**config.mk**
```make
export PLATFORM = sky130hd
export DESIGN_NAME = capture_timer
export DESIGN_NICKNAME = d
export VERILOG_FILES = /design/src/rtl/ct_pkg.sv /design/src/rtl/ct_prescaler.sv /design/src/rtl/ct_edge_detect.sv /design/src/rtl/ct_core.sv /design/src/rtl/capture_timer.sv
export SDC_FILE = /design/constraint.sdc
export NUM_CORES = 1
export LEC_CHECK = 0
export ABC_AREA = 0
export BUFFER_PORTS_ARGS = -buffer_cell sky130_fd_sc_hd__buf_2
export CAP_MARGIN = 20
export CORE_ASPECT_RATIO = 1.5
export CORE_UTILIZATION = 50
export DETAILED_ROUTE_END_ITERATION = 16
export PLACE_DENSITY = 0.75
export SLEW_MARGIN = 10
export SYNTH_ARGS = -nofsm -noshare
export SYNTH_HDL_FRONTEND = slang
export SYNTH_SLANG_ARGS = --single-unit
```
**constraint.sdc**
```tcl
create_clock -name clk -period 4.1 [get_ports clk]
set_input_delay 0.41 -clock clk [delete_from_list [all_inputs] [get_ports clk]]
set_output_delay 0.41 -clock clk [all_outputs]
set_load 0.02 [all_outputs]
```
**src/rtl/ct_pkg.sv**
```systemverilog
package ct_pkg;

    localparam logic [1:0] MODE_CAPTURE = 2'b01;

    typedef enum logic [1:0] {
        EDGE_OFF  = 2'b00,
        EDGE_FALL = 2'b01,
        EDGE_RISE = 2'b10,
        EDGE_BOTH = 2'b11
    } edge_sel_e;

    // log2 of the divide ratio for each select code
    function automatic int unsigned div_shift(input logic [2:0] sel);
        case (sel)
            3'd0:    return 0;
            3'd1:    return 1;
            3'd2:    return 2;
            3'd3:    return 3;
            3'd4:    return 5;
            3'd5:    return 7;
            default: return 9;
        endcase
    endfunction

endpackage

```
**src/rtl/ct_prescaler.sv**
```systemverilog
module ct_prescaler #(
    parameter int PS_W = 9
) (
    input  logic       clk,
    input  logic       rst_n,
    input  logic       run,
    input  logic       clear,
    input  logic [2:0] sel,
    output logic       tick
);
    typedef struct packed {
        logic [PS_W-1:0] pc;
    } ps_state_t;

    ps_state_t   st_d, st_q;
    logic [PS_W-1:0] mask_d;

    always_comb begin
        st_d   = st_q;
        mask_d = ~({PS_W{1'b1}} << ct_pkg::div_shift(sel));
        tick   = run && !clear && ((st_q.pc & mask_d) == mask_d);
        if (!run || clear) begin
            st_d.pc = '0;
        end else begin
            st_d.pc = st_q.pc + 1'b1;
        end
    end

    always_ff @(posedge clk or negedge rst_n) begin
        if (!rst_n) st_q <= '0;
        else        st_q <= st_d;
    end

    // divide-by-2: a tick is never followed directly by another
    assert_div2_spacing_R2: assert property (@(posedge clk) disable iff (!rst_n)
        (tick && sel == 3'd1 && $stable(sel)) |=> !tick);

endmodule

```
**src/rtl/ct_edge_detect.sv**
```systemverilog
module ct_edge_detect #(
    parameter int SYNC_STAGES = 2
) (
    input  logic       clk,
    input  logic       rst_n,
    input  logic       pin,
    input  logic       en,
    input  logic [1:0] sel,
    output logic       evt
);
    localparam int SH_W = SYNC_STAGES + 1;

    typedef struct packed {
        logic [SH_W-1:0] sh;
    } ed_state_t;

    ed_state_t st_d, st_q;
    logic      newest, older, rise, fall;

    always_comb begin
        st_d.sh = {st_q.sh[SH_W-2:0], pin};
        newest  = st_q.sh[SH_W-2];
        older   = st_q.sh[SH_W-1];
        rise    = newest && !older;
        fall    = older && !newest;
        evt     = en && ((sel[1] && rise) || (sel[0] && fall));
    end

    always_ff @(posedge clk or negedge rst_n) begin
        if (!rst_n) st_q <= '0;
        else        st_q <= st_d;
    end

    // an event needs a level change on the synchronized input one cycle earlier
    assert_evt_from_change_R6: assert property (@(posedge clk) disable iff (!rst_n)
        evt |-> (st_q.sh[SH_W-2] != $past(st_q.sh[SH_W-2])));

endmodule

```
**src/rtl/ct_core.sv**
```systemverilog
module ct_core #(
    parameter int CNT_W = 16
) (
    input  logic             clk,
    input  logic             rst_n,
    input  logic             run,
    input  logic             sw_clear,
    input  logic             tick,
    input  logic             cap_evt,
    input  logic [CNT_W-1:0] cmp,
    input  logic             match_ack,
    input  logic             cap_ack,
    output logic [CNT_W-1:0] cnt,
    output logic [CNT_W-1:0] capv,
    output logic             mflag,
    output logic             cflag
);
    typedef struct packed {
        logic [CNT_W-1:0] cnt;
        logic [CNT_W-1:0] capv;
        logic             mflag;
        logic             cflag;
    } core_state_t;

    core_state_t st_d, st_q;
    logic        hit;

    always_comb begin
        st_d = st_q;
        hit  = tick && (st_q.cnt == cmp);

        if (!run || sw_clear) begin
            st_d.cnt = '0;
        end else if (tick) begin
            st_d.cnt = hit ? '0 : st_q.cnt + 1'b1;
        end

        if (hit)            st_d.mflag = 1'b1;
        else if (match_ack) st_d.mflag = 1'b0;

        if (cap_evt) begin
            st_d.capv  = st_q.cnt;
            st_d.cflag = 1'b1;
        end else if (cap_ack) begin
            st_d.cflag = 1'b0;
        end
    end

    always_ff @(posedge clk or negedge rst_n) begin
        if (!rst_n) st_q <= '0;
        else        st_q <= st_d;
    end

    assign cnt   = st_q.cnt;
    assign capv  = st_q.capv;
    assign mflag = st_q.mflag;
    assign cflag = st_q.cflag;

    assert_idle_hold_R1: assert property (@(posedge clk) disable iff (!rst_n)
        !run |=> (cnt == '0));

    assert_no_step_without_tick_R2: assert property (@(posedge clk) disable iff (!rst_n)
        (run && !sw_clear && !tick) |=> $stable(cnt));

    assert_match_wrap_R3: assert property (@(posedge clk) disable iff (!rst_n)
        (tick && cnt == cmp) |=> (cnt == '0 && mflag));

    assert_soft_clear_R4: assert property (@(posedge clk) disable iff (!rst_n)
        sw_clear |=> (cnt == '0));

    assert_capture_load_R5: assert property (@(posedge clk) disable iff (!rst_n)
        cap_evt |=> (capv == $past(cnt) && cflag));

    assert_match_ack_R7: assert property (@(posedge clk) disable iff (!rst_n)
        (match_ack && !(tick && cnt == cmp)) |=> !mflag);

    assert_cap_ack_R7: assert property (@(posedge clk) disable iff (!rst_n)
        (cap_ack && !cap_evt) |=> !cflag);

endmodule

```
**src/rtl/capture_timer.sv**
```systemverilog
module capture_timer #(
    parameter int CNT_W       = 16,
    parameter int PS_W        = 9,
    parameter int SYNC_STAGES = 2
) (
    input  logic             clk,
    input  logic             rst_n,
    input  logic             enable,
    input  logic [1:0]       mode,
    input  logic [2:0]       presc_sel,
    input  logic             sw_clear,
    input  logic [CNT_W-1:0] compare_val,
    input  logic [1:0]       edge_sel,
    input  logic             cap_pin,
    input  logic             match_ack,
    input  logic             cap_ack,
    output logic [CNT_W-1:0] count_out,
    output logic [CNT_W-1:0] capture_out,
    output logic             match_irq,
    output logic             cap_irq,
    output logic             wave_out
);
    logic run;
    logic tick;
    logic cap_evt;

    assign run      = enable && (mode == ct_pkg::MODE_CAPTURE);
    assign wave_out = 1'b0;

    ct_prescaler #(.PS_W(PS_W)) u_presc (
        .clk   (clk),
        .rst_n (rst_n),
        .run   (run),
        .clear (sw_clear),
        .sel   (presc_sel),
        .tick  (tick)
    );

    ct_edge_detect #(.SYNC_STAGES(SYNC_STAGES)) u_edge (
        .clk   (clk),
        .rst_n (rst_n),
        .pin   (cap_pin),
        .en    (run),
        .sel   (edge_sel),
        .evt   (cap_evt)
    );

    ct_core #(.CNT_W(CNT_W)) u_core (
        .clk       (clk),
        .rst_n     (rst_n),
        .run       (run),
        .sw_clear  (sw_clear),
        .tick      (tick),
        .cap_evt   (cap_evt),
        .cmp       (compare_val),
        .match_ack (match_ack),
        .cap_ack   (cap_ack),
        .cnt       (count_out),
        .capv      (capture_out),
        .mflag     (match_irq),
        .cflag     (cap_irq)
    );

    // no interrupt can rise while the timer is stopped
    assert_stopped_quiet_R1: assert property (@(posedge clk) disable iff (!rst_n)
        !run |=> (!$rose(match_irq) && !$rose(cap_irq)));

endmodule

```
==> summary.txt, run 1 <==
STATUS
--------------------------------------------------------------------------------------------
Outcome ....................................................................... finished, violations left
Violated checks ...............................................................          DRC

CLOCK NETWORK
--------------------------------------------------------------------------------------------
CTS buffer count ..............................................................            5
Clk root buf .................................................................. sky130_fd_sc_hd__clkbuf_8
H-tree level count ............................................................            2
Clk buf depth .................................................................            2
Hold_buf cts ..................................................................            0
Resize count post-CTS .........................................................            0
Clock-pin slew on the worst setup and hold paths ..............................      0.09 ns
Number of clock sinks .........................................................           46
Clock insertion delay at the later pin of the skew report .....................      0.30 ns
TritonCTS clock tree ..........................................................        built
Post-CTS setup repair buffer count ............................................            0

PLACE
--------------------------------------------------------------------------------------------
Number of port buffers ........................................................           63
Placed standard-cell area .....................................................  0.00269 mm²
Placer's final routability congestion estimate ................................        0.852
Detailed placer's ending HPWL .................................................      3.97 mm

TIMING
--------------------------------------------------------------------------------------------
Number of hold violations in the final report .................................            0
Worst max-slew margin expressed relative to the limit .........................        34.8%
Slew at the pin with the worst max-slew slack .................................     0.977 ns
Final TNS setup ...............................................................         0 ns
Max Slew Vio Count ............................................................            0
Post-Route Skew ...............................................................    0.0106 ns
Worst hold margin .............................................................    0.0513 ns
Time the worst path needs with I/O delays and setup ...........................      2.27 ns
Share of the cycle needed by the critical path after routing ..................        55.4%
# setup viols final ...........................................................            0
F_max .........................................................................      440 MHz
Unrepaired setup endpoints after global routing ...............................        false

SETUP PATH
--------------------------------------------------------------------------------------------
Count of cells along the worst register-to-register path ......................            6
Type of the worst setup path ..................................................   reg -> reg
Required time at the worst-slack endpoint .....................................      4.29 ns
Reg2Reg Launch Point .......................................................... u_core.cnt[2]$_DFFE_PN0P_
Highest cell delay on the worst timing path ...................................      0.65 ns
CP cell instances ............................................................. xnor2_1 > nand4_1 > nor4_4 > or2b_4 > o21ai_0 > a21bo_1
Slowest cell on the critical path ............................................. sky130_fd_sc_hd__nor4_4
Endpoint of the lowest-slack register-to-register path ........................ u_core.cnt[12]$_DFFE_PN0P_
Worst setup EP type ...........................................................         flop
Startpoint types ..............................................................         flop
Worst path arrival time .......................................................      2.47 ns
FF-to-FF setup slack ..........................................................      1.83 ns
Maximum fanout encountered on the critical timing path ........................           10

DIE
--------------------------------------------------------------------------------------------
Count of boundary I/O pins ....................................................           65
Die height ....................................................................      85.7 µm
Die width .....................................................................      57.8 µm
Total die area ................................................................  0.00495 mm²
Cell row count ................................................................           30
Starting density of the core ..................................................        51.8%
Core Box Area .................................................................  0.00450 mm²

GRT
--------------------------------------------------------------------------------------------
Largest net degree at the start of global routing .............................           47
Initial antenna violation count ...............................................            0
Congestion Overflow GR ........................................................            0
First-pass GRT wire length ....................................................      8.70 mm
Global-route usage over all layers ............................................        23.0%
Via count of the first global-routing pass ....................................        1,929

YOSYS
--------------------------------------------------------------------------------------------
Yosys warnings ................................................................            0
Compound-Gate Fraction of Synth Area ..........................................        12.2%
Ys async rst share ............................................................         100%
Avg Synthesized Cell Area .....................................................     10.6 µm²
Flip-flop cell with the highest count after synthesis ......................... sky130_fd_sc_hd__dfrtp_1
Synth Instances ...............................................................          220
Post-synth EDFFs ..............................................................            0
Syn Nets ......................................................................          252
Basic-gate share of the synthesized area counting and, or, nand and nor cells .        18.7%
Unique cell type count in the Yosys netlist ...................................           45
Sequential area share after synthesis .........................................        49.3%
Share of cell area taken by muxes after synthesis .............................        8.15%
Post-synthesis register bit count .............................................           46
Adder-Cell Fraction of Synth Area .............................................        1.07%
Main combinational cell family by area after synthesis ........................ simple AND/OR/NAND/NOR gates
Xor and xnor fraction of the mapped netlist area ..............................        8.25%
Cell area after synthesis .....................................................  0.00233 mm²

DETAILED ROUTING
--------------------------------------------------------------------------------------------
# DRC .........................................................................            2
WL final ......................................................................      5.40 mm
Via total after detailed routing ..............................................        1,945
Remaining antenna violation count after routing ...............................            0
DRT Pass-1 Iters ..............................................................           10
DR iter-0 viols ...............................................................           85
Number of vias per cell after detailed routing ................................         5.81
Final routed wire length divided by cell count ................................      16.1 µm

LAYOUT
--------------------------------------------------------------------------------------------
Leading cell type in the layout, fill and taps excluded ....................... sky130_fd_sc_hd__buf_2
Utilization of the core after routing .........................................        62.6%
Diodes inserted ...............................................................            0
Final instance area ...........................................................  0.00282 mm²
Area Growth Syn to Fin ........................................................        20.8%
Commonest cells after routing, fill and taps aside ............................ 63 x sky130_fd_sc_hd__buf_2, 46 x sky130_fd_sc_hd__dfrtp_1, 19 x sky130_fd_sc_hd__xnor2_1
Number of nets in the finished design .........................................          318
Fraction of layout instances using a drive strength above 1 ...................        33.4%
# fillers .....................................................................          402

POWER AND IR DROP
--------------------------------------------------------------------------------------------
Worst IR drop on VDD ..........................................................   0.000254 V
Total power density per cell area .............................................   302 mW/mm²
Pleak .........................................................................   0.00139 µW

HOLD PATH
--------------------------------------------------------------------------------------------
Kind of path behind the tightest hold check ...................................  in -> async

JOB
--------------------------------------------------------------------------------------------
Maximum capacitance violations ................................................            0

==> stage by stage <==
stage | total power, µW | instances | setup WS, ns
6_report | 852 | 335 | 1.83
5_1_grt | 875 | 335 | 1.75
4_1_cts | 857 | 334 | 1.83
3_5_place_dp | 520 | 326 | 1.90
3_3_place_gp | 519 | 326 | 1.92
2_1_floorplan | 491 | 220 | 2.12
==> worst max path at each step <==
stage / startpoint / to / slack, ns
floorplan: u_core.cnt[0]$_DFFE_PN0P_ / u_core.cnt[10]$_DFFE_PN0P_ / 2.12
finish: u_core.cnt[2]$_DFFE_PN0P_ / u_core.cnt[12]$_DFFE_PN0P_ / 1.83
detailed placement: compare_val[11] / u_core.cnt[2]$_DFFE_PN0P_ / 1.90
global route: u_core.cnt[2]$_DFFE_PN0P_ / u_core.cnt[12]$_DFFE_PN0P_ / 1.75
CTS: u_core.cnt[9]$_DFFE_PN0P_ / u_core.cnt[12]$_DFFE_PN0P_ / 1.83
global placement: compare_val[11] / u_core.cnt[12]$_DFFE_PN0P_ / 1.92
==> sequential cells by signal, summed over array words and instances (netlist names) <==
signal,count
u_core.capv,16
u_core.cnt,16
u_presc.st_q,9
u_edge.st_q,3
u_core.cflag,1
u_core.mflag,1
==> critical path, delay by kind of cell, from the launching register on <==
kind	cells	cell delay [ns]
flops	1	0.54
simple gates	3	1.10
xor+xnor	1	0.17
compound gates	2	0.35
==> power breakdown <==
part	internal, µW	leakage (µW)	switching, µW	total, µW
Combinational	25.1	0.000700	30.4	55.5
Clock	183	0.0000585	157	340
Sequential	455	0.000636	1.34	457
Total	663	0.00139	189	852
==> synth_stat cells, types with 3 or more instances <==
| cell type | instances | area share [%] |
|---|---|---|
| sky130_fd_sc_hd__xnor2_1 | 19 | 7.1 |
| sky130_fd_sc_hd__nand2_1 | 12 | 1.9 |
| sky130_fd_sc_hd__a22o_1 | 4 | 1.5 |
| sky130_fd_sc_hd__nand3b_1 | 3 | 0.96 |
| sky130_fd_sc_hd__xor2_1 | 3 | 1.1 |
| sky130_fd_sc_hd__dfrtp_1 | 46 | 49 |
| sky130_fd_sc_hd__mux2_2 | 16 | 7.7 |
| sky130_fd_sc_hd__and3_1 | 7 | 1.9 |
| sky130_fd_sc_hd__a21oi_1 | 4 | 0.86 |
| sky130_fd_sc_hd__o21ai_0 | 15 | 3.2 |
| sky130_fd_sc_hd__o31ai_1 | 3 | 0.96 |
| sky130_fd_sc_hd__o22ai_1 | 3 | 0.80 |
| sky130_fd_sc_hd__nor3_1 | 6 | 1.3 |
| sky130_fd_sc_hd__nand3_1 | 10 | 2.1 |
| sky130_fd_sc_hd__nor2_1 | 16 | 2.6 |
| sky130_fd_sc_hd__nand4_1 | 6 | 1.6 |
| sky130_fd_sc_hd__and2_1 | 4 | 1.1 |
| sky130_fd_sc_hd__inv_1 | 7 | 1.1 |
==> cells by family (layout without fill, tap and decap cells) <==
logic type	Yosys count	in the layout
flip-flops	46	46
adder cells (fa/ha/maj)	2	2
buffers and inverters	12	79
AND/OR/NAND/NOR	77	77
AO/OA/AOI/OAI	43	43
multiplexers	17	17
XOR/XNOR	22	22
other	1	1
==> routing by layer <==
layer  up-vias  routed length (µm)  global-route usage, %
met5         -                   0                      0
met1       933                2120                   26.3
li1        914                   -                      -
met2        81                2790                   40.3
met3        17                 322                   4.37
met4         0                 170                   11.7
==> cell type report <==
class | instances | area (µm²) | area share, %
repair buffers | 64 | 335 | 11.9
inverters | 7 | 26.3 | 0.931
clock inverters | 3 | 43.8 | 1.55
clock buffers | 5 | 68.8 | 2.44
multi-input cells | 162 | 1140 | 40.3
flip-flops and latches | 46 | 1150 | 40.8
well taps | 48 | 60.1 | 2.13
No activity file was read; power rests on OpenSTA's default activity.
==> run 2, diff against run 1 <==
CORE_UTILIZATION = 47   (was 50)
PLACE_DENSITY = 0.74   (was 0.75)
clock period = 2 ns   (was 4.1 ns; I/O delays follow)
==> run 2 against run 1 <==
Clock skew fell by 0.0059 ns. Routed wire length rose by 7.2%. Critical path type unchanged. Final cell count grew 14%. Design area rose by 8.7%. Via count up 6.4%. Non-clock buffer count increased by 30. Register-to-register slack worse by 1.7 ns. First-iteration DRC count unchanged. Clock power up 57%. Flip-flop and latch count unchanged. Maximum frequency is 19% higher. Power increased by 88%. The run now ends clean.
==> summary.txt, run 2 (synthesized netlist as in run 1, its figures left out) <==
DETAILED ROUTING
---------------------------------------------------------------------------
WL final .....................................................      5.79 mm   was 5.40 mm
# DRC ........................................................            0   was 2
DRT Pass-1 Iters .............................................            4   was 10
Remaining antenna violation count after routing ..............            0   unchanged
Final routed wire length divided by cell count ...............      15.2 µm   was 16.1 µm
Number of vias per cell after detailed routing ...............         5.42   was 5.81
Via total after detailed routing .............................        2,070   was 1,945
Detailed-route wire length on metal 1 ........................      2.47 mm   was 2.12 mm
DR iter-0 viols ..............................................           85   unchanged
Uppermost routed layer .......................................         met4   unchanged
Routed wl met3 ...............................................       266 µm   was 322 µm
Length of routed met2 wiring .................................      2.90 mm   was 2.79 mm

CLOCK NETWORK
---------------------------------------------------------------------------
H-tree level count ...........................................            2   unchanged
Clock insertion delay at the later pin of the skew report ....      0.30 ns   about the same
Number of clock sinks ........................................           46   unchanged
Clock-pin slew on the worst setup and hold paths .............      0.08 ns   was 0.09 ns
Clk buf depth ................................................            2   unchanged
Clk root buf ................................................. sky130_fd_sc_hd__clkbuf_8   unchanged
CTS buffer count .............................................            5   unchanged
TritonCTS clock tree .........................................        built   unchanged

PLACE
---------------------------------------------------------------------------
Placed standard-cell area ....................................  0.00292 mm²   was 0.00269 mm²
Placer's final routability congestion estimate ...............        0.975   was 0.852
Number of port buffers .......................................           63   unchanged
Placed Cells incl. Taps ......................................          370   was 326
Detailed placer's ending HPWL ................................      4.31 mm   was 3.97 mm

LAYOUT
---------------------------------------------------------------------------
Commonest cells after routing, fill and taps aside ........... 63 x sky130_fd_sc_hd__buf_2, 44 x sky130_fd_sc_hd__dfrtp_1, 28 x sky130_fd_sc_hd__buf_4   was 63 x sky130_fd_sc_hd__buf_2, 46 x sky130_fd_sc_hd__dfrtp_1, 19 x sky130_fd_sc_hd__xnor2_1
Fraction of layout instances using a drive strength above 1 ..        40.2%   was 33.4%
Final instance area ..........................................  0.00307 mm²   was 0.00282 mm²
Diodes inserted ..............................................            0   unchanged
Post-route non-filler standard cell count ....................          382   was 335
Number of nets in the finished design ........................          348   was 318
Leading cell type in the layout, fill and taps excluded ...... sky130_fd_sc_hd__buf_2   unchanged
Area Growth Syn to Fin .......................................        31.4%   was 20.8%

GRT
---------------------------------------------------------------------------
First-pass GRT wire length ...................................      9.58 mm   was 8.70 mm
Via count of the first global-routing pass ...................        2,034   was 1,929
Largest net degree at the start of global routing ............           47   unchanged
Initial antenna violation count ..............................            0   unchanged
Congestion Overflow GR .......................................            0   unchanged
Global-route usage over all layers ...........................        24.5%   was 23.0%

SETUP PATH
---------------------------------------------------------------------------
Required time at the worst-slack endpoint ....................      2.17 ns   was 4.29 ns
FF-to-FF setup slack .........................................      0.09 ns   was 1.83 ns
Worst path arrival time ......................................      2.08 ns   was 2.47 ns
Startpoint types .............................................         flop   unchanged
Worst setup EP type ..........................................         flop   unchanged
Maximum fanout encountered on the critical timing path .......            5   was 10
Type of the worst setup path .................................   reg -> reg   unchanged
Startpoint of the worst setup timing path .................... u_core.cnt[7]$_DFFE_PN0P_   was u_core.cnt[2]$_DFFE_PN0P_
Reg2Reg Launch Point ......................................... u_core.cnt[7]$_DFFE_PN0P_   was u_core.cnt[2]$_DFFE_PN0P_

TIMING
---------------------------------------------------------------------------
Number of hold violations in the final report ................            0   unchanged
Worst max-slew margin expressed relative to the limit ........        65.8%   was 34.8%
Max Slew Vio Count ...........................................            0   unchanged
Time the worst path needs with I/O delays and setup ..........      1.91 ns   was 2.27 ns
# setup viols final ..........................................            0   unchanged
F_max ........................................................      525 MHz   was 440 MHz
Post-Route Skew ..............................................   0.00472 ns   was 0.0106 ns
Slew at the pin with the worst max-slew slack ................     0.509 ns   was 0.977 ns
Share of the cycle needed by the critical path after routing .        95.3%   was 55.4%

DIE
---------------------------------------------------------------------------
Starting density of the core .................................        48.5%   was 51.8%
Die height ...................................................      88.3 µm   was 85.7 µm
Die width ....................................................      59.5 µm   was 57.8 µm
Total die area ...............................................  0.00526 mm²   was 0.00495 mm²
Count of boundary I/O pins ...................................           65   unchanged
Core Box Area ................................................  0.00481 mm²   was 0.00450 mm²
Cell row count ...............................................           31   was 30

HOLD PATH
---------------------------------------------------------------------------
Kind of path behind the tightest hold check ..................    in -> reg   was in -> async
Startpoint of the most critical hold path ....................    match_ack

JOB
---------------------------------------------------------------------------
Maximum capacitance violations ...............................            0   unchanged

POWER AND IR DROP
---------------------------------------------------------------------------
Total power density per cell area ............................   522 mW/mm²   was 302 mW/mm²
Pleak ........................................................   0.00154 µW   was 0.00139 µW
Worst IR drop on VDD .........................................   0.000525 V   was 0.000254 V

STATUS
---------------------------------------------------------------------------
Outcome ......................................................    completed   was finished, violations left

run 2: power breakdown:
| group | internal (µW) | switching (µW) |
|---|---|---|
| combinational | 61.1 | 67.8 |
| sequential | 934 | 2.60 |
| clock | 241 | 294 |
| total | 1240 | 364 |
run 2: final cells by class:
| type | instances | area [µm²] |
|---|---|---|
| repair buffers | 94 | 566 |
| inverters | 7 | 26.3 |
| flip-flops and latches | 46 | 1150 |
| well taps | 66 | 82.6 |
| clock buffers | 7 | 76.3 |
| multi-input cells | 162 | 1160 |
| fillers | 442 | 1740 |
run 2: repair_timing:
item | 4_1_cts | 5_1_grt
cloned | 0 | 0
endpoints found under the setup margin | 1 | 11
buffers inserted | 0 | 4
hold buffers | 2 | 0
pin swaps | 0 | 4
gates resized for setup | 1 | 9
hold endpoints to repair | 47 | 0
run 2: routing by layer:
metal / global-route usage (%) / vias up
met5: 0 / -
met4: 10.8 / 0
met3: 4.24 / 12
met2: 39.9 / 71
met1: 31.7 / 1009
li1: - / 978
run 2: critical path: stages (launching register included):
cell                      delay, ns
sky130_fd_sc_hd__dfrtp_1       0.41
sky130_fd_sc_hd__xnor2_1       0.17
sky130_fd_sc_hd__nand4_1       0.19
sky130_fd_sc_hd__nor4_4        0.39
sky130_fd_sc_hd__buf_4         0.18
sky130_fd_sc_hd__nor2_1        0.06
sky130_fd_sc_hd__nand3_1       0.23
sky130_fd_sc_hd__o21ai_0       0.14
run 2: per-stage QoR:
stage / setup TNS [ns] / setup slack, ns / total power, µW / util, % / hold slack (ns)
6_report: 0 / 0.0936 / 1600 / 63.8 / 0.0830
5_1_grt: -0.150 / -0.0377 / 1670 / 63.8 / 0.0958
4_1_cts: 0 / 0.0156 / 1620 / 62.7 / 0.0839
3_5_place_dp: 0 / 0.0229 / 1080 / 60.7 / 0.201
3_3_place_gp: 0 / 0.0655 / 1080 / 60.7 / 0.202
2_1_floorplan: 0 / 0.0163 / 1010 / - / -0.0956
run 2: final timing paths:
| kind | end | cells after the start |
|---|---|---|
| worst max-delay path | u_core.cnt[0]$_DFFE_PN0P_ | 7 |
| worst min-delay path | u_core.mflag$_DFFE_PN0P_ | 2 |
| worst max register to register | u_core.cnt[0]$_DFFE_PN0P_ | 7 |
| worst min register to register | u_edge.st_q[1]$_DFF_PN0_ | 0 |
| max in group asynchronous | u_core.cnt[0]$_DFFE_PN0P_ | 3 |
| min in group asynchronous | u_core.capv[0]$_DFFE_PN0P_ | 3 |
